[src/rtl/rx_ts_latch_pkg.sv]
package rx_ts_latch_pkg;
  localparam int unsigned DEF_SLOTS  = 4;
  localparam int unsigned DEF_TIME_W = 64;
  localparam int unsigned DEF_WORD_W = 32;
endpackage

[src/rtl/rx_ts_alloc.sv]
// Lowest-index free slot finder; slots being released are excluded.
module rx_ts_alloc #(
  parameter int unsigned SLOTS = 4,
  localparam int unsigned IW = (SLOTS > 1) ? $clog2(SLOTS) : 1
) (
  input  logic             req,
  input  logic [SLOTS-1:0] held,
  input  logic [SLOTS-1:0] rel,
  output logic [SLOTS-1:0] grant,
  output logic [IW-1:0]    grant_idx,
  output logic             grant_vld
);
  logic [SLOTS-1:0] avail;

  always_comb begin
    avail     = ~held & ~rel;
    grant     = '0;
    grant_idx = '0;
    grant_vld = 1'b0;
    for (int i = SLOTS - 1; i >= 0; i--) begin
      if (req && avail[i]) begin
        grant     = '0;
        grant[i]  = 1'b1;
        grant_idx = IW'(i);
        grant_vld = 1'b1;
      end
    end
  end
endmodule

[src/rtl/rx_ts_slot.sv]
// One capture slot: occupancy flag plus the stored time.
module rx_ts_slot #(
  parameter int unsigned TIME_W = 64
) (
  input  logic              clk,
  input  logic              rst_n,
  input  logic              load,
  input  logic              rel,
  input  logic [TIME_W-1:0] now_ns,
  output logic              held,
  output logic [TIME_W-1:0] stamp
);
  logic held_nxt;
  logic stamp_en;

  always_comb begin
    held_nxt = held;
    if (rel)       held_nxt = 1'b0;
    else if (load) held_nxt = 1'b1;
    stamp_en = load & ~rel;
  end

  always_ff @(posedge clk or negedge rst_n) begin
    if (!rst_n) held <= 1'b0;
    else        held <= held_nxt;
  end

  always_ff @(posedge clk) begin
    if (stamp_en) stamp <= now_ns;
  end
endmodule

[src/rtl/rx_ts_rdport.sv]
// Registered half-word read of a chosen slot.
module rx_ts_rdport #(
  parameter int unsigned SLOTS  = 4,
  parameter int unsigned TIME_W = 64,
  parameter int unsigned WORD_W = 32,
  localparam int unsigned IW = (SLOTS > 1) ? $clog2(SLOTS) : 1
) (
  input  logic                         clk,
  input  logic                         rst_n,
  input  logic                         rd_en,
  input  logic [IW-1:0]                rd_slot,
  input  logic                         rd_hi,
  input  logic [SLOTS-1:0][TIME_W-1:0] stamps,
  output logic [WORD_W-1:0]            rd_data
);
  logic [TIME_W-1:0] sel_stamp;
  logic [WORD_W-1:0] word_nxt;

  always_comb begin
    sel_stamp = stamps[rd_slot];
    word_nxt  = rd_hi ? sel_stamp[WORD_W +: WORD_W] : sel_stamp[0 +: WORD_W];
  end

  always_ff @(posedge clk or negedge rst_n) begin
    if (!rst_n)     rd_data <= '0;
    else if (rd_en) rd_data <= word_nxt;
  end
endmodule

[src/rtl/rx_ts_latch_bank.sv]
module rx_ts_latch_bank #(
  parameter int unsigned SLOTS  = rx_ts_latch_pkg::DEF_SLOTS,
  parameter int unsigned TIME_W = rx_ts_latch_pkg::DEF_TIME_W,
  parameter int unsigned WORD_W = rx_ts_latch_pkg::DEF_WORD_W,
  localparam int unsigned IW = (SLOTS > 1) ? $clog2(SLOTS) : 1
) (
  input  logic              clk,
  input  logic              rst_n,
  input  logic [TIME_W-1:0] now_ns,
  input  logic              stamp_req,
  input  logic              clear_all,
  input  logic              rd_en,
  input  logic [IW-1:0]     rd_slot,
  input  logic              rd_hi,
  output logic              stamp_ok,
  output logic [IW-1:0]     stamp_slot,
  output logic [SLOTS-1:0]  slot_held,
  output logic [WORD_W-1:0] rd_data
);
  logic [SLOTS-1:0]             rel_mask;
  logic [SLOTS-1:0]             grant;
  logic [IW-1:0]                grant_idx;
  logic                         grant_vld;
  logic [SLOTS-1:0][TIME_W-1:0] stamps;
  logic                         ok_nxt;
  logic [IW-1:0]                slot_nxt;

  // Release decode: bulk clear covers every slot, an upper-half read one.
  always_comb begin
    rel_mask = '0;
    if (clear_all)
      rel_mask = '1;
    else if (rd_en && rd_hi)
      rel_mask[rd_slot] = 1'b1;
  end

  rx_ts_alloc #(.SLOTS(SLOTS)) u_alloc (
    .req       (stamp_req),
    .held      (slot_held),
    .rel       (rel_mask),
    .grant     (grant),
    .grant_idx (grant_idx),
    .grant_vld (grant_vld)
  );

  for (genvar g = 0; g < SLOTS; g++) begin : g_slot
    rx_ts_slot #(.TIME_W(TIME_W)) u_slot (
      .clk    (clk),
      .rst_n  (rst_n),
      .load   (grant[g]),
      .rel    (rel_mask[g]),
      .now_ns (now_ns),
      .held   (slot_held[g]),
      .stamp  (stamps[g])
    );
  end

  rx_ts_rdport #(.SLOTS(SLOTS), .TIME_W(TIME_W), .WORD_W(WORD_W)) u_rd (
    .clk     (clk),
    .rst_n   (rst_n),
    .rd_en   (rd_en),
    .rd_slot (rd_slot),
    .rd_hi   (rd_hi),
    .stamps  (stamps),
    .rd_data (rd_data)
  );

  always_comb begin
    ok_nxt   = grant_vld;
    slot_nxt = grant_vld ? grant_idx : stamp_slot;
  end

  always_ff @(posedge clk or negedge rst_n) begin
    if (!rst_n) begin
      stamp_ok   <= 1'b0;
      stamp_slot <= '0;
    end else begin
      stamp_ok   <= ok_nxt;
      stamp_slot <= slot_nxt;
    end
  end
endmodule

[config.mk]
export PLATFORM = sky130hd
export DESIGN_NAME = rx_ts_latch_bank
export DESIGN_NICKNAME = d
export VERILOG_FILES = /design/src/rtl/rx_ts_latch_pkg.sv /design/src/rtl/rx_ts_alloc.sv /design/src/rtl/rx_ts_slot.sv /design/src/rtl/rx_ts_rdport.sv /design/src/rtl/rx_ts_latch_bank.sv
export SDC_FILE = /design/constraint.sdc
export NUM_CORES = 1
export LEC_CHECK = 0
export ABC_AREA = 1
export CORE_MARGIN = 1.5
export CORE_UTILIZATION = 30
export DETAILED_ROUTE_END_ITERATION = 6
export DONT_BUFFER_PORTS = 1
export HOLD_SLACK_MARGIN = 0.12
export SYNTH_ARGS = -nofsm -noshare
export SYNTH_HDL_FRONTEND = slang
export SYNTH_SLANG_ARGS = --single-unit
[constraint.sdc]
create_clock -name clk -period 8.85 [get_ports clk]
set_input_delay 1.3275 -clock clk [delete_from_list [all_inputs] [get_ports clk]]
set_output_delay 1.3275 -clock clk [all_outputs]
set_load 0.05 [all_outputs]
Yosys cells after proc, flatten, opt, wreduce, memory -nomap -nowiden
Index checks and enable logic that the tools add are counted. Widths: inputs -> output; s select.

RAM bits: 0. Flip-flop bits (word level): 295. Memory bits (read-only): 0. Input bits: 72. Latch bits: 0. Memories: 0.

Shifts and indexed selects: 0. $add $sub $neg: 0. Magnitude comparators: 2. Divide/modulo/power cells: 0. Reduce and logical (&&, ||, !) cells: 10. Multiplexer cells: 27. Bitwise logic cells: 11. $mul: 0. Equality and inequality tests: 0.

Operators with widths (count): $bmux 64 s2 (1); $mux 64 (1); $mux 32 (1); $mux 4 (6); $mux 1 (13); $mux 2 (4); $not 4->4 (2); $reduce_bool 2->1 (4); $logic_and 1x1->1 (6); $and 1x1->1 (4); $and 4x4->4 (1); $not 1->1 (4); $lt 2x3->1 const B (1); $demux 1 s2 (1); $ge 2x1->1 const B (1).

Longest topological paths before layout
Gate-level depths: netlist of the first run.

Word-level depth: 15. Gate-level depth with buffers: 8.

Hierarchy
From an unflattened synthesis of the first run, not the netlist that was laid out.

Cell total of the unflattened synthesis: 1188. Area total of the unflattened synthesis: 12335.6 um2.

By module, submodules not included: rx_ts_slot (seq. area each 1946.9 um2, times used 4, cells each 70, area an instance 1968.1 um2); rx_ts_rdport (seq. area each 800.8 um2, times used 1, cells each 859, area an instance 4204.0 um2); rx_ts_latch_bank (seq. area each 75.1 um2, times used 1, cells each 25, area an instance 161.4 um2); rx_ts_alloc (seq. area each 0.0 um2, times used 1, cells each 24, area an instance 97.6 um2).

Worst setup path before layout of the first run
No wires, ideal clock.

Path kind: input port to flip-flop. From: input port rd_en. To: register g_slot[2].u_slot.stamp[0] (enable). Cell stages on the path: 6. Arrival: 4453 ps. Buffers on the path: 0. Required time: 8364 ps. Setup slack: 3911 ps. Cell sequence: nand2_1 inv_2 nand2_1 nand3_1 nand2_2 nor2_1.

Word-level cells in the longest chain between the ends: 10.

RTL lines: start: declaration (line rx_ts_latch_bank.sv:12) `input logic rd_en,`; $logic_and 1x1->1 (*) (line rx_ts_latch_bank.sv:33) `else if (rd_en && rd_hi)`; $mux 4 (*) (line rx_ts_latch_bank.sv:33); $mux 4 (*) (line rx_ts_latch_bank.sv:31) `if (clear_all)`; $not 4->4 (line rx_ts_alloc.sv:16) `avail = ~held & ~rel;`; $and 4x4->4 (line rx_ts_alloc.sv:16); $logic_and 1x1->1 (line rx_ts_alloc.sv:21) `if (req && avail[i]) begin`; $mux 4 (3 in a row) (line rx_ts_alloc.sv:21); $and 1x1->1 (*) (line rx_ts_slot.sv:20) `stamp_en = load & ~rel;`; via g_slot[2].u_slot.stamp_en (line rx_ts_slot.sv:14) `logic stamp_en;`; end signal: assignment (line rx_ts_slot.sv:29) `if (stamp_en) stamp <= now_ns;`; end: declaration (line rx_ts_slot.sv:11) `output logic [TIME_W-1:0] stamp`.

Mark *: on every way through the listed nets, which the timed path passes. The rest lies on a longest branch. A chain may end at the register's enable or synchronous reset.

Final worst setup path of the first run
From: input port rd_slot[0]. To: register g_slot[3].u_slot.stamp[2] (enable).

Word-level cells in the longest chain between the ends: 14.

RTL lines: start: declaration (line rx_ts_latch_bank.sv:13) `input logic [IW-1:0] rd_slot,`; $lt 2x3->1 (implied by the code) or $ge 2x1->1 (tied branches) (line rx_ts_latch_bank.sv:34) `rel_mask[rd_slot] = 1'b1;`; $logic_and 1x1->1 (implied by the code) (line rx_ts_latch_bank.sv:34); $mux 1 (implied by the code) (line rx_ts_latch_bank.sv:34); $demux 1 s2 (*) (line rx_ts_latch_bank.sv:34); $mux 4 (*) (line rx_ts_latch_bank.sv:33); $mux 4 (*) (line rx_ts_latch_bank.sv:31); $not 4->4 (line rx_ts_alloc.sv:16); $and 4x4->4 (line rx_ts_alloc.sv:16); $logic_and 1x1->1 (line rx_ts_alloc.sv:21); $mux 4 (4 in a row) (line rx_ts_alloc.sv:21); $and 1x1->1 (*) (line rx_ts_slot.sv:20); via g_slot[3].u_slot.stamp_en (line rx_ts_slot.sv:14); end signal: assignment (line rx_ts_slot.sv:29); end: declaration (line rx_ts_slot.sv:11).

Marked as above.

==> metrics.md, run 1 <==
| Metric | Value |
|---|---|
| Vias in the first global route | `~6,000` |
| Via-per-instance ratio | `around 4.8` |
| Final Non-Filler Cells | `around 1,300` |
| Largest net degree at the start of global routing | `66` |
| TritonCTS clock tree | `yes` |
| Via count | `around 6,000` |
| Syn_area_per_cell | `14.3 µm²` |
| Antenna diode count | `0` |
| Rows | `70` |
| RSZ-0062 raised after global routing | `no` |
| Clock slew at reported path FFs | `0.06 ns` |
| Hold Crit Class | `in2async` |
| Antenna viol nets, final | `0` |
| Area growth syn-to-layout | `12.3%` |
| Max Clock Freq | `around 290 MHz` |
| Final setup TNS | `0 ns` |
| Residual DRC | `0` |
| CTS root buf | `clkbuf_16` |
| Fin util | `between 30% and 40%` |
| Netlist cell types | `20` |
| Core area | `36,400 µm²` |
| Synth Net Count | `about 840` |
| Max-cap violations | `0` |
| First-pass GRT wire length | `between 30,000 and 40,000 µm` |
| Max Slew Vio Count | `0` |
| Total grt overflow | `0` |
| R2R setup slack | `around 6.4 ns` |
| Hold slack final | `roughly 0.47 ns` |
| IO buf count | `0` |
| Power Density | `roughly 250 nW/µm²` |
| Worst skew pair latency | `around 0.55 ns` |
| Dpl cells | `between 1,000 and 1,500` |
| Pre-antenna DRT Iters | `5` |
| Total CTS buffers | `29` |
| Crit path capture type | `flip-flop` |
| Final hold vios | `0` |
| Gate power share | `~4.7%` |
| Clock sinks | `about 300` |
| Startpoint types | `input pin` |
| GRT Total Usage | `between 10% and 20%` |
| Crit Path Class | `in2reg` |
| Final WL | `roughly 26,000 µm` |
| Max-slew headroom | `30.3%` |
| Warnings, synthesis | `0` |
| I/O pin total | `about 110` |
| Share of layout cells above drive strength 1 | `~8.9%` |
| FF-to-FF path depth | `6` |
| Clk pwr share | `roughly two fifths` |
| Seq/Total Area, Yosys | `roughly four fifths` |
| Die area | `approximately 38,000 µm²` |
| Post-synthesis cell count | `771` |
| Die width | `between 150 and 200 µm` |
| Status | `finished clean` |
| Actual slew at the worst max-slew pin | `1.04 ns` |
| H-tree lvl count | `1` |
| DR iter-0 viols | `612` |
| Antenna violations before repair | `1` |
| Final min period | `3.39 ns` |
| Initial core utilization | `a little over 30%` |
| Net Sw Frac | `23.2%` |
| Detailed Place HPWL | `between 15,000 and 20,000 µm` |
| Crit Reg-Reg Startpoint | `g_slot[3].u_slot.held` |
| CP Data Arrival Time | `around 3.6 ns` |
| Maximum VDD drop | `between 100 and 150 µV` |
| Post-CTS resize count | `0` |
| RR Endpoint | `g_slot[3].u_slot.stamp[2]` |
| Final setup vio count | `0` |
| Seq pwr share | `~55%` |
| Clk buf depth | `3` |
| GPL Wtd Cong | `around 0.76` |
| Fill cells | `approximately 3,500` |
| NumNets Final | `about 840` |
| Post-CTS Setup Inserts | `0` |
| Leakage power | `4.33 nW` |
| DIE HEIGHT | `about 190 µm` |
| Yosys reg bits | `295` |
| Internal | `2.41 mW` |
| Clk_skew | `approximately 0.022 ns` |
| Switch Pwr | `around 0.73 mW` |
| CP max FO | `65` |
| Hold_buf cts | `0` |
| Tcrit/Tclk final | `38.3%` |
| Worst EP required | `9.00 ns` |
| Mapped cell area | `between 10,000 and 15,000 µm²` |
| Per-cell routed wire length | `between 20 and 25 µm` |
==> placed cells by master, fill, tap and decap left out <==
cell type	n
clkinv_2	8
nand2_1	268
inv_2	4
nand2_2	1
nor2_4	6
a22oi_1	64
clkinv_1	5
nand4_1	34
clkbuf_16	29
nor2_1	6
o21ai_0	2
nor3_1	1
inv_1	8
bufinv_16	5
buf_4	9
clkbuf_8	2
edfxtp_1	256
dfrtp_1	39
a31o_2	1
nor2_2	1
nand3_2	1
inv_6	1
nand3_1	37
clkbuf_1	3
clkinvlp_4	3
==> critical path, cell delays in order <==
cell	delay (ns)
nor2_4	0.07
buf_4	0.62
nand2_1	0.16
nand3_1	0.22
nand2_2	0.15
nor2_4	0.12
buf_4	0.74
==> worst max path at each step <==
stage | depth (start not counted) | to | slack [ns] | start
2_1_floorplan | 6 | g_slot[2].u_slot.stamp[0] | 3.91 | rd_en
4_1_cts | 7 | g_slot[3].u_slot.stamp[29] | 5.45 | rd_slot[0]
6_report | 7 | g_slot[3].u_slot.stamp[2] | 5.46 | rd_slot[0]
5_1_grt | 8 | g_slot[3].u_slot.stamp[2] | 5.33 | rd_slot[0]
3_5_place_dp | 7 | g_slot[3].u_slot.stamp[59] | 4.89 | rd_slot[0]
3_3_place_gp | 7 | g_slot[3].u_slot.stamp[29] | 4.97 | rd_slot[0]
==> kinds of logic after synthesis <==
logic type,share of synthesized area (%)
buf+inv,3.42
simple gates,13.5
flops,78.6
compound gates,4.53
==> flip-flops by register name, indices dropped and copies added, names as in the netlist <==
signal,cells
g_slot.u_slot.held,4
g_slot.u_slot.stamp,256
u_rd.rd_data,32
stamp_ok,1
stamp_slot,2
==> synthesized netlist by cell type, drive strengths merged <==
cell	instances	area, µm²
a22oi	64	480
a31o	1	8.76
buf	37	313
clkbuf	3	11.3
dfrtp	39	976
edfxtp	256	7690
inv	14	52.6
nand2	269	1010
nand3	38	195
nand4	34	213
nor2	13	61.3
nor3	1	5.00
o21ai	2	10.0
==> per-stage QoR <==
step / cell area, µm² / setup WS (ns) / total power [mW]
after global routing: 12400 / 5.33 / 3.24
after global placement: 11400 / 4.97 / 1.91
after detailed placement: 11400 / 4.89 / 1.91
final: 12400 / 5.46 / 3.13
after floorplan: 11000 / 3.91 / 1.86
after CTS: 12400 / 5.45 / 3.16
==> power groups by stage <==
stage	logic [mW]	registers, mW	clock network [mW]
after floorplan	0.122	1.74	0
after global placement	0.149	1.76	0
after detailed placement	0.152	1.76	0
after CTS	0.153	1.73	1.28
after global routing	0.167	1.73	1.34
final	0.148	1.73	1.26
==> final cells by class <==
type | count | area (µm²) | share of cell area (%)
Clock buffer | 34 | 764 | 6.17
Clock inverter | 20 | 230 | 1.86
Timing Repair Buffer | 9 | 67.6 | 0.545
Sequential cell | 295 | 8660 | 69.9
Tap cell | 468 | 586 | 4.73
Inverter | 14 | 55.1 | 0.444
Multi-Input combinational cell | 422 | 2020 | 16.3
==> metal layers <==
| layer | vias up | wire length [µm] | GRT usage, % |
|---|---|---|---|
| met2 | 196 | 12000 | 21.4 |
| met5 | - | 0 | 0 |
| met4 | 0 | 507 | 3.53 |
| met1 | 2977 | 10200 | 16.8 |
| met3 | 34 | 2900 | 5.88 |
| li1 | 2800 | - | - |
Power figures use the tool's default switching activity.
==> inputs of run 2 (changes only) <==
Clock period 8.85 ns to 2.7 ns, I/O delays scaled along.
==> metrics.md, run 2 (synthesis results as in run 1) <==
| Metric | Value |
|---|---|
| Crit path buf inv count | `2` |
| Max Slew Vio Count | `0` |
| Largest net degree at the start of global routing | `65` |
| Crit Reg-Reg Startpoint | `g_slot[3].u_slot.held` |
| Final min period | `about 2.1 ns` |
| IO buf count | `0` |
| Via count | `6,422` |
| CP Cell Sequence | `inv_1 > nand2_1 > nor3_1 > nand2_1 > nor2_4 > buf_4` |
| Area growth syn-to-layout | `20.7%` |
| Die area | `between 30,000 and 40,000 µm²` |
| Per-cell routed wire length | `between 15 and 20 µm` |
| Via-per-instance ratio | `between 4 and 5` |
| Pre-antenna DRT Iters | `5` |
| CTS root buf | `clkbuf_16` |
| DR iter-0 viols | `291` |
| Total grt overflow | `0` |
| Power Density | `about 810 nW/µm²` |
| Max-cap violations | `0` |
| GRT Total Usage | `13.9%` |
| First-pass GRT wire length | `approximately 40,000 µm` |
| Number of flip-flops in the largest register | `roughly 260` |
| Setup WS pre-CTS | `around 0.63 ns` |
| Total power | `10.8 mW` |
| Worst Hold End | `stamp_ok` |
| Vias in the first global route | `6,397` |
| Crit Path Class | `reg2reg` |
| Status | `finished clean` |
| Largest delay share family, worst path | `simple AND/OR/NAND/NOR gates` |
| Initial core utilization | `30.3%` |
| Most frequent cells in the layout | `nand2_1 (268), edfxtp_1 (256), dlygate4sd3_1 (66)` |
| Tcrit/Tclk final | `77.5%` |
| Final worst slack | `between 0.6 and 0.7 ns` |
| Die width | `approximately 190 µm` |
| Maximum VDD drop | `around 480 µV` |
| Leakage power | `between 4 and 5 nW` |
| CP max FO | `26` |
| Slowest CP cell | `dfrtp_1` |
| Commonest non-fill, non-tap cell in the layout | `nand2_1` |
| Final WL | `between 20,000 and 30,000 µm` |
| RR Endpoint | `g_slot[3].u_slot.stamp[0]` |
| Clk_skew | `approximately 0.012 ns` |
| Register bank with the most flops | `g_slot.u_slot.stamp` |
| Rows | `70` |
| FF-to-FF path depth | `6` |
| Post-CTS Setup Inserts | `0` |
| Clock sinks | `between 200 and 300` |
| NumNets Final | `around 920` |
| Hold path cells | `3` |
| Actual slew at the worst max-slew pin | `0.919 ns` |
| GPL Wtd Cong | `0.771` |
| Final setup vio count | `0` |
| Worst skew pair latency | `0.52 ns` |
| Hold Crit Class | `in2reg` |
| Detailed Place HPWL | `14,300 µm` |
| HP Start | `clear_all` |
| Startpoint types | `flip-flop` |
| Max Clock Freq | `478 MHz` |
| Worst EP required | `2.87 ns` |
| R2R setup slack | `about 0.61 ns` |
| Antenna violations before repair | `6` |
| Final setup TNS | `0 ns` |
| H-tree lvl count | `2` |
| Residual DRC | `0` |
| Fin util | `between 30 and 40%` |
| Final hold vios | `0` |
| RSZ-0062 raised after global routing | `no` |
| TritonCTS clock tree | `yes` |
| Clock slew at reported path FFs | `0.05 ns` |
| Antenna viol nets, final | `0` |
| I/O pin total | `between 100 and 150` |
| Total CTS buffers | `34` |
| Core area | `36,400 µm²` |
| Max-slew headroom | `approximately 39%` |
| Cell mode on critical path | `nand2_1` |
| Crit path capture type | `flip-flop` |
| DIE HEIGHT | `195 µm` |
| Share of layout cells above drive strength 1 | `under 10%` |
| Top flop regs | `g_slot.u_slot.stamp (256), u_rd.rd_data (32), g_slot.u_slot.held (4)` |
| CP Data Arrival Time | `approximately 2.3 ns` |
| Crit path largest cell delay | `~0.57 ns` |
| Clk buf depth | `3` |
run 2: cell count changes in the layout (fill, tap and decap cells not counted), sizes merged:
cell / previous run / this run
buf: 9 / 16
bufinv: 5 / 1
clkbuf: 34 / 51
clkinv: 13 / 6
diode: 0 / 3
dlygate4sd3: 0 / 66
inv: 13 / 15
run 2: worst max-delay path by stage:
stage | startpoint | endpoint | slack (ns) | depth (start not counted)
after floorplan | rd_en | g_slot[1].u_slot.stamp[0] | 0.15 | 6
after CTS | g_slot[3].u_slot.held | g_slot[3].u_slot.stamp[35] | 0.62 | 6
after global placement | g_slot[3].u_slot.held | g_slot[3].u_slot.stamp[39] | 0.69 | 6
after global routing | g_slot[3].u_slot.held | g_slot[3].u_slot.stamp[0] | 0.50 | 6
after detailed placement | g_slot[3].u_slot.held | g_slot[3].u_slot.stamp[2] | 0.63 | 6
final | g_slot[3].u_slot.held | g_slot[3].u_slot.stamp[0] | 0.61 | 6
run 2: layer usage:
| layer | track usage [%] | routed length (µm) | vias to the layer above |
|---|---|---|---|
| met3 | 3.75 | 1620 | 50 |
| met1 | 18.8 | 11900 | 3259 |
| li1 | - | - | 2962 |
| met5 | 0 | 36 | - |
| met4 | 5.30 | 641 | 6 |
| met2 | 21.4 | 12000 | 145 |
run 2: area by class of cell:
class,count,area (µm²)
fillers,3495,23100
flip-flops and latches,295,8660
multi-input cells,422,2020
clock buffers,51,1020
repair buffers,82,863
well taps,468,586
clock inverters,11,98.8
inverters,14,55.1
diodes,3,7.51
run 2: timing repair:
item                      in CTS  in global routing
hold buffers                  67                  0
hold endpoints to repair     296                  0
resized for setup              0                  0
run 2: metrics by stage:
| step | instances | cell area, µm² | hold slack, ns |
|---|---|---|---|
| 6_report | 1346 | 13300 | 0.163 |
| 5_1_grt | 1345 | 13300 | 0.166 |
| 4_1_cts | 1343 | 13300 | 0.124 |
| 3_5_place_dp | 1214 | 11500 | 0.112 |
| 3_3_place_gp | 1214 | 11500 | 0.112 |
| 2_1_floorplan | 771 | 11000 | 0.109 |
run 2: worst register-to-register path: stages, from the launching register on:
cell and delay, ns:
dfrtp_1 0.57, inv_1 0.12, nand2_1 0.05, nor3_1 0.27, nand2_1 0.16, nor2_4 0.15, buf_4 0.40
run 2: power breakdown:
part           total [mW]  switching [mW]  internal [mW]
clock                4.51            1.79           2.72
combinational       0.668           0.448          0.220
sequential           5.65           0.390           5.26
